$ cat src/rtl/mic_pkg.sv
package mic_pkg;
  localparam int NCAUSE = 5;

  // Bit positions of the cause sources (decoded by software)
  localparam int BIT_TX_DONE  = 0;
  localparam int BIT_TX_ERR   = 1;
  localparam int BIT_RX_DONE  = 2;
  localparam int BIT_RX_ERR   = 3;
  localparam int BIT_RX_NOBUF = 4;

  typedef logic [NCAUSE-1:0] cause_t;

  // Next state of the sticky bits: a new pulse beats a clear
  function automatic cause_t cause_next(cause_t cur, cause_t set, cause_t clr);
    return set | (cur & ~clr);
  endfunction

  function automatic logic irq_any(cause_t cause, cause_t en);
    return |(cause & en);
  endfunction
endpackage

$ cat src/rtl/mic_addr_dec.sv
module mic_addr_dec #(
  parameter int ADDR_W    = 8,
  parameter int CAUSE_OFS = 4,
  parameter int MASK_OFS  = 8
) (
  input  logic              req,
  input  logic              we,
  input  logic [ADDR_W-1:0] addr,
  output logic              cause_wr,
  output logic              mask_wr,
  output logic              cause_rd,
  output logic              mask_rd
);
  logic hit_cause, hit_mask;

  assign hit_cause = (addr == ADDR_W'(CAUSE_OFS));
  assign hit_mask  = (addr == ADDR_W'(MASK_OFS));

  assign cause_wr = req &  we & hit_cause;
  assign mask_wr  = req &  we & hit_mask;
  assign cause_rd = req & ~we & hit_cause;
  assign mask_rd  = req & ~we & hit_mask;
endmodule

$ cat src/rtl/mic_cause_bank.sv
module mic_cause_bank
  import mic_pkg::*;
#(
  parameter int N = NCAUSE
) (
  input  logic         clk,
  input  logic         rst_n,
  input  logic [N-1:0] set_vec,
  input  logic [N-1:0] clr_vec,
  output logic [N-1:0] cause_q
);
  for (genvar i = 0; i < N; i++) begin : g_bit
    always_ff @(posedge clk or negedge rst_n) begin
      if (!rst_n) cause_q[i] <= 1'b0;
      else        cause_q[i] <= set_vec[i] | (cause_q[i] & ~clr_vec[i]);
    end
  end
endmodule

$ cat src/rtl/mic_rd_port.sv
module mic_rd_port #(
  parameter int DATA_W = 32,
  parameter int N      = 5
) (
  input  logic              clk,
  input  logic              rst_n,
  input  logic              req,
  input  logic              cause_rd,
  input  logic              mask_rd,
  input  logic [N-1:0]      cause_q,
  input  logic [N-1:0]      mask_q,
  output logic [DATA_W-1:0] rdata,
  output logic              ack
);
  logic [N-1:0] sel_val;

  always_comb begin
    sel_val = '0;
    if (cause_rd) sel_val = cause_q;
    else if (mask_rd) sel_val = mask_q;
  end

  always_ff @(posedge clk or negedge rst_n) begin
    if (!rst_n) begin
      ack   <= 1'b0;
      rdata <= '0;
    end else begin
      ack   <= req;
      rdata <= DATA_W'(sel_val);
    end
  end
endmodule

$ cat src/rtl/mac_irq_cause.sv
module mac_irq_cause
  import mic_pkg::*;
#(
  parameter int ADDR_W    = 8,
  parameter int DATA_W    = 32,
  parameter int CAUSE_OFS = 4,
  parameter int MASK_OFS  = 8
) (
  input  logic              clk,
  input  logic              rst_n,
  input  logic              bus_req,
  input  logic              bus_we,
  input  logic [ADDR_W-1:0] bus_addr,
  input  logic [DATA_W-1:0] bus_wdata,
  output logic [DATA_W-1:0] bus_rdata,
  output logic              bus_ack,
  input  logic              ev_tx_done,
  input  logic              ev_tx_err,
  input  logic              ev_rx_done,
  input  logic              ev_rx_err,
  input  logic              ev_rx_nobuf,
  output logic              irq
);
  localparam int N = NCAUSE;

  logic   cause_wr, mask_wr, cause_rd, mask_rd;
  cause_t set_vec, clr_vec, cause_q, mask_q;
  logic   mask_we;
  logic   unused_wdata_hi;

  assign unused_wdata_hi = ^bus_wdata[DATA_W-1:N];

  always_comb begin
    set_vec               = '0;
    set_vec[BIT_TX_DONE]  = ev_tx_done;
    set_vec[BIT_TX_ERR]   = ev_tx_err;
    set_vec[BIT_RX_DONE]  = ev_rx_done;
    set_vec[BIT_RX_ERR]   = ev_rx_err;
    set_vec[BIT_RX_NOBUF] = ev_rx_nobuf;
  end

  mic_addr_dec #(
    .ADDR_W(ADDR_W), .CAUSE_OFS(CAUSE_OFS), .MASK_OFS(MASK_OFS)
  ) u_dec (
    .req(bus_req), .we(bus_we), .addr(bus_addr),
    .cause_wr(cause_wr), .mask_wr(mask_wr),
    .cause_rd(cause_rd), .mask_rd(mask_rd)
  );

  assign clr_vec = cause_wr ? bus_wdata[N-1:0] : '0;
  assign mask_we = mask_wr;

  mic_cause_bank #(.N(N)) u_bank (
    .clk(clk), .rst_n(rst_n),
    .set_vec(set_vec), .clr_vec(clr_vec), .cause_q(cause_q)
  );

  always_ff @(posedge clk or negedge rst_n) begin
    if (!rst_n)       mask_q <= '0;
    else if (mask_we) mask_q <= bus_wdata[N-1:0];
  end

  mic_rd_port #(.DATA_W(DATA_W), .N(N)) u_rd (
    .clk(clk), .rst_n(rst_n), .req(bus_req),
    .cause_rd(cause_rd), .mask_rd(mask_rd),
    .cause_q(cause_q), .mask_q(mask_q),
    .rdata(bus_rdata), .ack(bus_ack)
  );

  assign irq = irq_any(cause_q, mask_q);
endmodule

$ cat config.mk
export PLATFORM = sky130hd
export DESIGN_NAME = mac_irq_cause
export DESIGN_NICKNAME = d
export VERILOG_FILES = /design/src/rtl/mic_pkg.sv /design/src/rtl/mic_addr_dec.sv /design/src/rtl/mic_cause_bank.sv /design/src/rtl/mic_rd_port.sv /design/src/rtl/mac_irq_cause.sv
export SDC_FILE = /design/constraint.sdc
export NUM_CORES = 1
export LEC_CHECK = 0
export BUFFER_PORTS_ARGS = -buffer_cell sky130_fd_sc_hd__buf_2
export CAP_MARGIN = 20
export CORE_MARGIN = 4
export CORE_UTILIZATION = 36
export DETAILED_ROUTE_END_ITERATION = 10
export MAX_ROUTING_LAYER = met4
export PLACE_DENSITY = 0.86
export REMOVE_ABC_BUFFERS = 1
export SLEW_MARGIN = 20
export SYNTH_ARGS = -nofsm -noshare
export SYNTH_HDL_FRONTEND = slang
export SYNTH_SLANG_ARGS = --single-unit
$ cat constraint.sdc
create_clock -name clk -period 1.1 [get_ports clk]
set_input_delay 0.33 -clock clk [delete_from_list [all_inputs] [get_ports clk]]
set_output_delay 0.33 -clock clk [all_outputs]
set_load 0.05 [all_outputs]
Yosys cells after proc, flatten, opt, wreduce, memory -nomap -nowiden. Index checks and enable logic that the tools add are counted.

Logic and storage cells: 37. Output and inout bits: 34. Flip-flop bits (word level): 16.

Mux-type cells: 3. Reduce and logical (&&, ||, !) cells: 1. Bitwise logic cells: 23. Equal/unequal tests: 2.

Operators by type and width (number): two-way mux 5 bit (3); bitwise AND 1 bit (11); == test 8 x 3 -> 1 bit (second input constant) (1); == test 8 x 4 -> 1 bit (second input constant) (1); inverter 1 bit (6); bitwise AND 5 bit (1); bitwise OR 1 bit (5); OR reduction 5 bit (1).

Logic depth before layout (Yosys ltp). Gate-level depths: netlist (run 1).

Depth in word-level cells: 6. Gate-level depth with buffers: 4.

Hierarchy. Synthesis (run 1) repeated with hierarchy kept, for this count alone.

Cell total of the unflattened synthesis: 84. Area total of the unflattened synthesis: 889.6 um^2.

Modules (own cells, without submodules): mic_rd_port (times used 1, area an instance 412.9 um^2, sequential area each 150.1 um^2, cells each 42); mac_irq_cause (times used 1, area an instance 234.0 um^2, sequential area each 125.1 um^2, cells each 18); mic_cause_bank (times used 1, area an instance 181.4 um^2, sequential area each 125.1 um^2, cells each 15); mic_addr_dec (times used 1, area an instance 61.3 um^2, sequential area each 0.0 um^2, cells each 9).

Worst setup path before layout (run 1). OpenSTA, ideal clock, no wires.

Path type: reg2out. Start point: register u_bank.cause_q[0]. End point: output port irq. Buffers on the path: 0. Setup slack: -0.257 ns. Stages on the path, launching flop included: 3. Data required time: 0.770 ns. Data arrival time: 1.027 ns. Cells stage by stage: dfrtp_1 > a222oi_1 > nand2_1.

Cells in the longest elaborated chain, start to end: 2.

Ends and longest elaborated chain: start: declaration (line mic_cause_bank.sv:10) `output logic [N-1:0] cause_q`; start signal: indexed assignment (line mic_cause_bank.sv:15) `else cause_q[i] <= set_vec[i] | (cause_q[i] & ~clr_vec[i]);`; bitwise AND 5 bit (line mic_pkg.sv:19) `return |(cause & en);`; OR reduction 5 bit (line mic_pkg.sv:19); end: declaration (line mac_irq_cause.sv:22) `output logic irq`.

No other way between the ends.

Worst setup path after layout (run 1). Same ends and word-level chain as after synthesis.

==> results of run 1 <==
repair_timing:
item | 4_1_cts | 5_1_grt
hold endpoints to repair | 16 | 0
setup endpoints to repair | 12 | 17
gates resized for setup | 14 | 2
hold buffers | 1 | 0
pin swaps | 4 | 7
buffers inserted | 1 | 0
metal layers:
layer	vias to the layer above	part of all wire, %	global-route usage (%)
met5	-	0	-
met4	0	0.53	3.31
met3	2	13	3.62
met2	49	50	21.0
met1	321	36	12.3
li1	322	-	-
report_power, final:
part | internal, mW | switching (mW) | total, mW | leakage (nW)
combinational | 0.0805 | 0.288 | 0.368 | 0.378
clock | 0.127 | 0.172 | 0.300 | 0.0138
sequential | 0.595 | 0.00371 | 0.598 | 0.195
final timing paths:
check / cells past startpoint / start / slack [ns] / endpoint
max in group asynchronous: 2 / rst_n / 0.36 / u_bank.cause_q[2]
setup / recovery: 3 / u_bank.cause_q[0] / -0.56 / irq
min in group asynchronous: 2 / rst_n / 0.48 / u_rd.rdata[1]
hold / removal: 2 / ev_tx_err / 0.22 / u_bank.cause_q[1]
hold reg to reg: 2 / u_bank.cause_q[2] / 0.60 / u_bank.cause_q[2]
setup reg to reg: 2 / mask_q[0] / 0.20 / mask_q[0]
synthesized netlist by cell type:
| library cell | number |
|---|---|
| a222oi_1 | 1 |
| nor4_4 | 1 |
| clkbuf_1 | 1 |
| nand4_1 | 5 |
| a21o_1 | 5 |
| nand3_2 | 1 |
| conb_1 | 1 |
| a22oi_1 | 6 |
| dfrtp_1 | 16 |
| nor2_1 | 5 |
| and4bb_2 | 1 |
| nand2_1 | 2 |
| nor2b_1 | 2 |
| mux2_2 | 5 |
| buf_4 | 27 |
| nor4b_1 | 1 |
logic make-up (layout without fill, tap and decap cells):
family	Yosys count	after routing
multiplexers	5	5
AO/OA/AOI/OAI	12	12
buffers and inverters	28	48
other	1	27
flip-flops	16	16
AND/OR/NAND/NOR	18	18
layout by cell type (no fill, tap or decap):
cell type,Yosys,routed
a21o_1,5,5
a222oi_1,1,1
a22oi_1,6,6
and4bb_2,1,1
buf_2,0,19
buf_4,27,16
buf_6,0,9
clkbuf_4,0,3
conb_1,1,27
dfrtp_1,16,16
dlygate4sd3_1,0,1
mux2_2,5,5
nand2_1,2,2
nand3_2,1,1
nand4_1,5,5
nor2_1,5,5
nor2b_1,2,2
nor4_4,1,1
nor4b_1,1,1
metrics by stage:
| step | setup TNS, ns | hold slack (ns) |
|---|---|---|
| 2_1_floorplan | -1.61 | 0.0344 |
| 5_1_grt | -1.34 | 0.223 |
| 6_report | -0.799 | 0.223 |
| 4_1_cts | -0.940 | 0.217 |
| 3_5_place_dp | -4.18 | 0.259 |
| 3_3_place_gp | -3.71 | 0.246 |
worst max-delay path, delay by kind of cell (launching register included):
| kind | cells | cell delay (ns) |
|---|---|---|
| DFF | 1 | 0.40 |
| buffers and inverters | 1 | 0.16 |
| AOI/OAI and AO/OA | 1 | 0.37 |
| and+or+nand+nor | 1 | 0.12 |
cell type report:
type / count / area share [%]
Clock buffer: 3 / 1.95
Sequential cell: 16 / 34.6
Timing Repair Buffer: 45 / 28.2
Tap cell: 28 / 3.03
Multi-Input combinational cell: 62 / 32.2
state kept, by name (all words and copies together) (netlist names):
signal	cells
u_rd.ack	1
u_bank.cause_q	5
mask_q	5
u_rd.rdata	5
==> out/qor.csv, run 1 <==
stage,metric,value,unit
synth,#FFs+latches synth,16,
global_routing,grt total ovfl,0,
detailed_routing,DRT Pass-1 Iters,4,
synth,mux share of post-synthesis cell area,6.38,%
die,die area,3310,um^2
synth,main combinational cell family by area after synthesis,buffers and inverters,
cells_and_area,area grow syn2layout,31.2,%
die,Starting Density,38.8,%
clock_network,H-Tree Depth,1,
cells_and_area,register area,400,um^2
synth,xor and xnor area share after synthesis,0,%
placed_design,pre-CTS WS,-0.316,ns
detailed_routing,post-DR wirelength/cell,12.4,um
clock_network,clk buf depth,2,
synth,post-synthesis simple-gate area fraction,13.9,%
synth,Mean Syn Cell Area,11.0,um^2
cells_and_area,Multi-input gate area,373,um^2
synth,top post-synthesis cells by area,"dfrtp_1 45%, buf_4 23%, mux2_2 6.4%",
synth,Yosys warning count,0,
die,Ports,83,
placed_design,DPL Wire Length,1.57,mm
detailed_routing,vias per std cell,4.51,
clock_network,CTS sink count,16,
placed_design,GPL Wtd Cong,0.803,
sta,Max Clk Rate,604,MHz
die,die width,57.5,um
synth,Synth Area in Adders,0,%
outcome,failing checks,setup timing,
clock_network,CTS root buffer,clkbuf_4,
sta,Final WS setup,-0.556,ns
sta,crit path time final,1.66,ns
global_routing,first-pass GRT wire length,2.88,mm
die,site row count,17,
synth,Synth top area share,45.4,%
synth,largest area contributor in the netlist,dfrtp_1,
worst_setup_path,CP Max Fanout,2,
clock_network,CTS tree,built,
pwr,pwr/cell area,1090,nW/um^2
synth,sequential share of the synthesized area,45.4,%
clock_network,worst skew pair latency,0.28,ns
cells_and_area,fin nets,177,
placed_design,Inst Count DP,149,
job,maxcap violations,0,
min_path,min-delay worst type,in2reg,
die,Die H,57.5,um
cells_and_area,share of cells above drive strength 1,43.7,%
synth,Post-Syn Instances,80,
worst_setup_path,slowest cell delay on critical path,0.40,ns
clock_network,CTS Buf Count,3,
global_routing,Tot GR Track Use,11.7,%
detailed_routing,Antenna Nets Post-Route,0,
clock_network,Clock Pin Slew Worst Setup and Hold Paths,0.09,ns
cells_and_area,# diodes,0,
detailed_routing,detailed-route DRC error count,0,
placed_design,Port-buffer cells,28,
pwr,Total Power,1.27,mW
die,core area,2280,um^2
sta,clk_skew,0.000332,ns
worst_setup_path,WP data arrival,1.33,ns
worst_setup_path,crit-path cells,"a222oi_1, nand2_1, buf_6",
synth,synth unique cells,16,
worst_setup_path,type of the worst setup path,reg2out,
sta,final hold viol count,0,
sta,RSZ-0062 raised after global routing,true,
sta,"Slew Viols, Final",0,
sta,Final Cycle Share,151,%
sta,Final Setup Violations,7,
cells_and_area,post-route cell area,1160,um^2
synth,post-synthesis cell area,882,um^2
outcome,outcome,"complete, but fails checks",
worst_setup_path,Setup crit start kind,flop,
placed_design,Post-DP Area,1060,um^2
detailed_routing,final wirelength,1.90,mm
pwr,maximum vdd ir drop,541,uV
global_routing,maximum number of pins on one net before global-route repair,17,
detailed_routing,Vias,694,
cells_and_area,Final Util,50.9,%
cells_and_area,fin cells,154,
global_routing,vias in the first global route,712,
pwr,Lkg Pwr,0.586,nW
detailed_routing,DR iter-0 viols,18,
worst_setup_path,Worst Setup End Kind,output pin,
cells_and_area,Layout fillers,213,
global_routing,initial antenna violation count,0,
worst_setup_path,crit path max-delay cell type,dfrtp_1,
synth,compound-cell area share of the yosys netlist,10.5,%
worst_setup_path,CP required,0.77,ns
No activity file was read; power rests on OpenSTA's default activity.
==> inputs of run 2 (changes only) <==
--- a/config.mk
+++ b/config.mk
@@ -7,11 +7,13 @@
 export LEC_CHECK = 0
 export BUFFER_PORTS_ARGS = -buffer_cell sky130_fd_sc_hd__buf_2
 export CAP_MARGIN = 20
+export CELL_PAD_IN_SITES_DETAIL_PLACEMENT = 0
+export CELL_PAD_IN_SITES_GLOBAL_PLACEMENT = 1
 export CORE_MARGIN = 4
-export CORE_UTILIZATION = 36
+export CORE_UTILIZATION = 24
 export DETAILED_ROUTE_END_ITERATION = 10
 export MAX_ROUTING_LAYER = met4
-export PLACE_DENSITY = 0.86
+export PLACE_DENSITY = 0.84
 export REMOVE_ABC_BUFFERS = 1
 export SLEW_MARGIN = 20
 export SYNTH_ARGS = -nofsm -noshare
==> run 2 against run 1 <==
  * The flow still finishes with violations (setup timing)
  * Via count grew 0.43%
  * Register-to-register slack got worse by 0.10 ns
  * Worst setup slack worse by 0.030 ns
  * Non-clock buffer count fell by 1
  * Hold slack got worse by 0.020 ns
  * Global-route usage fell by 2.4 points
  * Fmax fell by 1.8%
  * Clock power increased by 73%
  * Design area grew 4.1%
  * Sequential cell count stayed put
  * Final cell count grew 12%
  * Largest power group unchanged
==> out/qor.csv, run 2 (synthesized netlist as in run 1, its figures left out) <==
stage,metric,value,unit
outcome,outcome,"complete, but fails checks",
outcome,failing checks,setup timing,
clock_network,clk buf depth,2,
worst_setup_path,CP required,0.77,ns
worst_setup_path,Setup crit start kind,flop,
min_path,worst hold stages,1,
cells_and_area,"commonest non-fill, non-tap cell in the layout",conb_1,
worst_setup_path,Reg2Reg Capture Point,mask_q[0],
global_routing,initial antenna violation count,0,
clock_network,H-Tree Depth,1,
cells_and_area,# diodes,0,
die,Starting Density,25.6,%
sta,RSZ-0062 raised after global routing,true,
min_path,min-delay worst type,in2reg,
global_routing,maximum number of pins on one net before global-route repair,17,
detailed_routing,detailed-route DRC error count,0,
detailed_routing,Vias,697,
sta,Final Setup Violations,9,
pwr,Lkg Pwr,0.597,nW
worst_setup_path,Worst Setup End Kind,output pin,
sta,"Slew Viols, Final",0,
worst_setup_path,WP data arrival,1.36,ns
clock_network,CTS Buf Count,3,
worst_setup_path,worst r2r src,mask_q[0],
min_path,HP Start,bus_req,
clock_network,CTS tree,built,
sta,clk_skew,0.00136,ns
detailed_routing,Antenna Nets Post-Route,0,
cells_and_area,most frequent cells in the layout,"27 x conb_1, 19 x buf_2, 16 x dfrtp_1",
worst_setup_path,CP Max Fanout,2,
clock_network,CTS root buffer,clkbuf_8,
detailed_routing,post-DR wirelength/cell,11.6,um
die,die width,68.6,um
die,Die H,68.6,um
worst_setup_path,R2R depth,3,
sta,TNS Setup,-0.793,ns
die,Ports,83,
cells_and_area,area grow syn2layout,36.6,%
die,die area,4710,um^2
placed_design,GPL Wtd Cong,0.743,
detailed_routing,DR iter-0 viols,34,
cells_and_area,fin nets,176,
sta,Final WS setup,-0.586,ns
cells_and_area,share of cells above drive strength 1,43.7,%
sta,final hold slack,0.203,ns
global_routing,grt total ovfl,0,
sta,crit path time final,1.69,ns
min_path,Worst Hold Path EP,u_rd.ack,
placed_design,pre-CTS WS,-0.359,ns
die,site row count,21,
clock_network,Clock Pin Slew Worst Setup and Hold Paths,0.06,ns
clock_network,CTS sink count,16,
global_routing,first-pass GRT wire length,3.05,mm
placed_design,DPL Wire Length,1.68,mm
pwr,Total Power,1.48,mW
job,maxcap violations,0,
clock_network,worst skew pair latency,0.25,ns
cells_and_area,biggest regs,"mask_q: 5 flops, u_bank.cause_q: 5 flops, u_rd.rdata: 5 flops",
die,core area,3440,um^2
sta,final hold viol count,0,
placed_design,Port-buffer cells,28,
sta,Final Cycle Share,153,%
worst_setup_path,"setup slack, reg-to-reg",0.10,ns
detailed_routing,vias per std cell,4.05,
cells_and_area,Final Util,35.0,%
global_routing,Tot GR Track Use,9.29,%
detailed_routing,DRT Pass-1 Iters,4,
sta,Max Clk Rate,593,MHz
pwr,maximum vdd ir drop,341,uV
global_routing,vias in the first global route,705,
detailed_routing,final wirelength,2.00,mm
pwr,pwr/cell area,1230,nW/um^2
worst_setup_path,type of the worst setup path,reg2out,
## run 2: area by class of cell
class	instances	area (um^2)
Fill cell	378	2240
Tap cell	46	57.6
Clock buffer	4	55.1
Sequential cell	16	400
Timing Repair Buffer	44	319
Multi-Input combinational cell	62	373
## run 2: worst max-delay path by stage
stage | start | endpoint | slack, ns | depth (start not counted)
global route | mask_q[0] | irq | -0.65 | 3
CTS | u_bank.cause_q[0] | irq | -0.60 | 3
finish | u_bank.cause_q[0] | irq | -0.59 | 3
detailed placement | u_bank.cause_q[0] | irq | -0.36 | 3
global placement | u_bank.cause_q[0] | irq | -0.31 | 3
floorplan | u_bank.cause_q[0] | irq | -0.26 | 2
## run 2: worst max-delay path, cell delays in order, from the launching register on
cell and delay (ns):
dfrtp_1 0.39, a222oi_1 0.41, nand2_1 0.13, buf_6 0.17
## run 2: what timing repair did
| action | CTS | global route |
|---|---|---|
| hold endpoints to repair | 16 | 0 |
| setup buffers | 1 | 0 |
| hold buffers | 1 | 0 |
| cloned | 0 | 0 |
| setup endpoints to repair | 17 | 17 |
| pin swaps | 8 | 4 |
| resized for setup | 15 | 1 |
## run 2: metrics by stage
| stage | area [um^2] | std cells |
|---|---|---|
| global route | 1200 | 172 |
| global placement | 1080 | 166 |
| CTS | 1200 | 172 |
| detailed placement | 1080 | 166 |
| floorplan | 773 | 78 |
| finish | 1200 | 172 |
## run 2: per-layer routing
metal | vias up | global-route usage [%] | wire, um
met5 | - | - | 0
met4 | 0 | 5.71 | 68
met3 | 8 | 4.21 | 274
met2 | 50 | 14.9 | 990
met1 | 320 | 9.15 | 668
li1 | 319 | - | -
## run 2: power breakdown
part | switching [mW] | internal, mW
Sequential | 0.00355 | 0.596
Clock | 0.201 | 0.317
Combinational | 0.286 | 0.0773
Total | 0.491 | 0.990
